**src/rtl/dsc_pkg.sv**
```systemverilog
package dsc_pkg;
  typedef struct packed {
    logic clear;    // zero the counter, drop overrange
    logic countEn;  // advance the counter by one
    logic capture;  // load result from low count bits
    logic setOver;  // raise overrange
  } dpStrobe_t;

  typedef enum logic {ST_IDLE = 1'b0, ST_RUN = 1'b1} seqState_t;
endpackage

```
**src/rtl/dual_slope_ctrl.sv**
```systemverilog
module dual_slope_ctrl
  import dsc_pkg::*;
(
  input  logic      clk,
  input  logic      rstN,
  input  logic      startReq,
  input  logic      cmpBelow,
  input  logic      cntMsb,
  input  logic      lowAllOnes,
  output dpStrobe_t strb,
  output logic      selRef,
  output logic      intDischarge,
  output logic      done
);
  seqState_t state, stateNext;

  always_comb begin
    strb      = '0;
    stateNext = state;
    case (state)
      ST_IDLE: begin
        if (startReq) begin
          strb.clear = 1'b1;
          stateNext  = ST_RUN;
        end
      end
      ST_RUN: begin
        if (!cntMsb) begin
          // fixed-length first phase
          strb.countEn = 1'b1;
        end else if (cmpBelow) begin
          if (lowAllOnes) begin
            strb.setOver = 1'b1;
            stateNext    = ST_IDLE;
          end else begin
            strb.countEn = 1'b1;
          end
        end else begin
          strb.capture = 1'b1;
          stateNext    = ST_IDLE;
        end
      end
      default: stateNext = ST_IDLE;
    endcase
  end

  always_ff @(posedge clk or negedge rstN) begin
    if (!rstN) begin
      state <= ST_IDLE;
      done  <= 1'b0;
    end else begin
      state <= stateNext;
      done  <= strb.capture;
    end
  end

  assign selRef       = (state == ST_RUN) && cntMsb;
  assign intDischarge = (state == ST_IDLE);
endmodule

```
**src/rtl/dual_slope_dp.sv**
```systemverilog
module dual_slope_dp
  import dsc_pkg::*;
#(
  parameter int N = 8
) (
  input  logic          clk,
  input  logic          rstN,
  input  dpStrobe_t     strb,
  output logic          cntMsb,
  output logic          lowAllOnes,
  output logic [N-1:0]  result,
  output logic          overRange
);
  localparam int CW = N + 1;

  logic [CW-1:0] count;

  always_ff @(posedge clk or negedge rstN) begin
    if (!rstN) begin
      count     <= '0;
      result    <= '0;
      overRange <= 1'b0;
    end else begin
      if (strb.clear)        count <= '0;
      else if (strb.countEn) count <= count + 1'b1;

      if (strb.capture) result <= count[N-1:0];

      if (strb.clear)        overRange <= 1'b0;
      else if (strb.setOver) overRange <= 1'b1;
    end
  end

  assign cntMsb     = count[CW-1];
  assign lowAllOnes = &count[N-1:0];
endmodule

```
**src/rtl/dual_slope_seq.sv**
```systemverilog
module dual_slope_seq
  import dsc_pkg::*;
#(
  parameter int N = 8
) (
  input  logic         clk,
  input  logic         rstN,
  input  logic         startReq,
  input  logic         cmpBelow,
  output logic         selRef,
  output logic         intDischarge,
  output logic [N-1:0] result,
  output logic         done,
  output logic         overRange
);
  dpStrobe_t strb;
  logic      cntMsb;
  logic      lowAllOnes;

  dual_slope_ctrl u_ctrl (
    .clk(clk), .rstN(rstN), .startReq(startReq), .cmpBelow(cmpBelow),
    .cntMsb(cntMsb), .lowAllOnes(lowAllOnes), .strb(strb),
    .selRef(selRef), .intDischarge(intDischarge), .done(done)
  );

  dual_slope_dp #(.N(N)) u_dp (
    .clk(clk), .rstN(rstN), .strb(strb), .cntMsb(cntMsb),
    .lowAllOnes(lowAllOnes), .result(result), .overRange(overRange)
  );
endmodule

```
**config.mk**
```make
export PLATFORM = sky130hd
export DESIGN_NAME = dual_slope_seq
export DESIGN_NICKNAME = d
export VERILOG_FILES = /design/src/rtl/dsc_pkg.sv /design/src/rtl/dual_slope_ctrl.sv /design/src/rtl/dual_slope_dp.sv /design/src/rtl/dual_slope_seq.sv
export SDC_FILE = /design/constraint.sdc
export NUM_CORES = 1
export LEC_CHECK = 0
export ABC_CLOCK_PERIOD_IN_PS = 3700
export BUFFER_PORTS_ARGS = -buffer_cell sky130_fd_sc_hd__buf_2
export CORE_MARGIN = 1
export CORE_UTILIZATION = 38
export CTS_CLUSTER_DIAMETER = 80
export DETAILED_ROUTE_END_ITERATION = 7
export GPL_ROUTABILITY_DRIVEN = 0
export PLACE_DENSITY = 0.63
export SYNTH_ARGS = -nofsm -noshare
export SYNTH_HDL_FRONTEND = slang
export SYNTH_SLANG_ARGS = --single-unit
```
**constraint.sdc**
```tcl
create_clock -name clk -period 3.7 [get_ports clk]
set_input_delay 0.74 -clock clk [delete_from_list [all_inputs] [get_ports clk]]
set_output_delay 0.74 -clock clk [all_outputs]
set_load 0.01 [all_outputs]
```
==> flow_summary.ini <==
[run_status]
status = finished clean

[global_route]
gr-total-overflow = 0
grt.total_usage_pct = 13.7
antenna_found_initial = 0
grt_pass1_wl_mm = 2.59
grt_max_degree = 21
grt_pass1_vias = 553

[pwr]
switching_share_pct = 34.8
combPwrFrac_pct = 28.4
peakVddDrop_uv = 311
intPower_mw = 0.391
clockPowerShare_pct = 16.4
p_per_area_mw_per_mm2 = 578
seq_power_share_pct = 55.2
power.leakage_nw = 0.524
switchingPower_mw = 0.209

[synthesis]
yosys.area.top_type_share_pct = 54.1
yosysWarnings = 0
synth_area_leader_cell = dfrtp_1
syn_avg_cell_area_um2 = 13.0
ys_seq_area_share_pct = 54.1
synthArstFlopShare_pct = 100
synth_edf_count = 0
syn-num-nets = 76
synth_common_cells = dfrtp_1 (20), mux2_4 (8), nand3_1 (6)
synth-seq-cells = 20
yosysMostFrequentCell = dfrtp_1
synthTopCellsByArea = dfrtp_1 (54%), mux2_4 (13%), nand3_1 (3.2%)
syn_area_um2 = 925
ys_types = 23
synth-main-ff-cell = dfrtp_1
synthCells = 71

[cts]
cts.htree.levels = 1
root_buffer = clkbuf_4
clk_latency_ps = 300
clockBufferDepth = 2
cts_buffers = 3
cts_tree = built
cts.sinks = 20
postCtsSetupRepairBufs = 0
ctsHoldBuffers = 0
cts-resized-gates = 0
path_clk_slew_ps = 100

[timing]
relSlewSlack_pct = 65.9
final-hold-violation-count = 0
worst_pin_slew_ps = 511
rsz0062_at_grt = no
fmax_ghz = 0.545
maxSlewViolCount = 0
fin_tns_setup_ps = 0
fin_crit_ps = 1840
postLayoutSetupSlackWorst_ps = 1860
hold_slack_ps = 371
finalClockSkew_ps = 5.42
post-route-period-util_pct = 49.6
finalSetupViolCount = 0

[cells_and_area]
final_nets = 93
final_cells = 114
syn2layout_area_growth_pct = 12.0
fin_area_mm2 = 0.00104
layout-drive-gt1-share_pct = 34.9
antenna_cells = 0

[worst_setup_path]
end_kind = flop
r2r_cells = 5
r2r_end = u_dp.count[7]
worstSetupEndpoint = u_dp.count[7]
ff2ff_setup_slack_ps = 1860
crit_path_start_kind = flop
arrival_ps = 2070
critPathKind = flop to flop
r2r_start = u_dp.count[0]
path_max_fanout = 17
critPathRequiredTime_ps = 3930
startpoint = u_dp.count[0]

[floorplan]
die_h_um = 51.3
dieArea_mm2 = 0.00263
core_area_mm2 = 0.00225
die_w_um = 51.3
num_io_pins = 16
rows = 17
start_util_pct = 41.0

[route]
drt-initial-drc-count = 14
vias = 602
drt_wl_total_mm = 1.55
ant_nets = 0
drtPass1Iterations = 4
via_per_inst = 5.28
wire_per_inst_um = 13.6
drc_errors = 0

[place]
dp_slack_ps = 1740
dp.cells = 111
hpwl_mm = 1.09
place_area_mm2 = 0.00101
portBuffers = 15

[hold_path]
hold_path.class = input port to async pin

[job]
drv_cap = 0
-- power by group through the flow --
| stage | clock network [mW] | logic (mW) | registers, mW |
|---|---|---|---|
| 2_1_floorplan | 0 | 0.126 | 0.325 |
| 3_3_place_gp | 0 | 0.165 | 0.334 |
| 3_5_place_dp | 0 | 0.173 | 0.335 |
| 4_1_cts | 0.105 | 0.172 | 0.332 |
| 5_1_grt | 0.111 | 0.187 | 0.342 |
| 6_report | 0.0984 | 0.170 | 0.331 |
-- kinds of logic (layout without fill, tap and decap cells) --
| group | count (synthesis) | count (layout) | synth area share, % |
|---|---|---|---|
| flops | 20 | 20 | 54.1 |
| compound gates | 18 | 18 | 16.4 |
| simple gates | 16 | 16 | 10.8 |
| buf+inv | 8 | 23 | 4.33 |
| mux | 8 | 8 | 13.0 |
| fa+ha+maj | 1 | 1 | 1.35 |
-- layout by cell type, fill, tap and decap left out, types with 2 or more instances in the layout --
| cell | Yosys | final |
|---|---|---|
| clkbuf_4 | 0 | 3 |
| a21oi_1 | 2 | 2 |
| dfrtp_1 | 20 | 20 |
| nor2_1 | 2 | 2 |
| o211ai_1 | 3 | 3 |
| inv_1 | 4 | 4 |
| buf_2 | 2 | 15 |
| o41ai_1 | 2 | 2 |
| o21ai_0 | 2 | 2 |
| nand2_1 | 4 | 4 |
| nand3_1 | 6 | 6 |
| o31ai_1 | 4 | 4 |
| o311ai_0 | 2 | 2 |
| mux2_4 | 8 | 8 |
-- flip-flops by register name, indices dropped and copies added, names as in the netlist --
register        count
u_ctrl.done         1
u_ctrl.state        1
u_dp.count          9
u_dp.overRange      1
u_dp.result         8
-- area by class of cell --
cell class | count | area [um^2]
timing repair buffer | 15 | 75.1
multi-input combinational | 43 | 384
clock buffer | 3 | 22.5
inverter | 5 | 18.8
fill | 213 | 1220
tap | 28 | 35.0
sequential | 20 | 500
-- how the worst min path moves through the flow --
stage,from,endpoint,slack [ps],cells after the start
6_report,rstN,u_dp.count[3],370,1
3_5_place_dp,u_dp.overRange,u_dp.overRange,490,1
5_1_grt,rstN,u_dp.result[5],390,1
4_1_cts,rstN,u_dp.result[4],370,1
2_1_floorplan,rstN,u_ctrl.done,440,0
3_3_place_gp,u_dp.overRange,u_dp.overRange,480,1
-- routing by layer --
metal | part of all wire (%) | vias to the layer above | track usage, %
met4 | 2.2 | 0 | 8.11
met5 | 0 | - | 0
met2 | 45 | 12 | 21.1
li1 | - | 299 | -
met3 | 2.4 | 4 | 3.57
met1 | 50 | 287 | 17.3
-- through the flow --
| step | total power, mW | util, % |
|---|---|---|
| finish | 0.599 | 45.9 |
| global route | 0.640 | 45.9 |
| floorplan | 0.451 | - |
| detailed placement | 0.508 | 45.0 |
| global placement | 0.499 | 45.0 |
| CTS | 0.609 | 45.9 |
-- worst max-delay path: stages (launching register included) --
cell and delay, ps:
dfrtp_1 440, ha_1 300, nand4_2 140, o221ai_4 210
or4_1 530, a21boi_1 150
No activity file was read; power rests on OpenSTA's default activity.
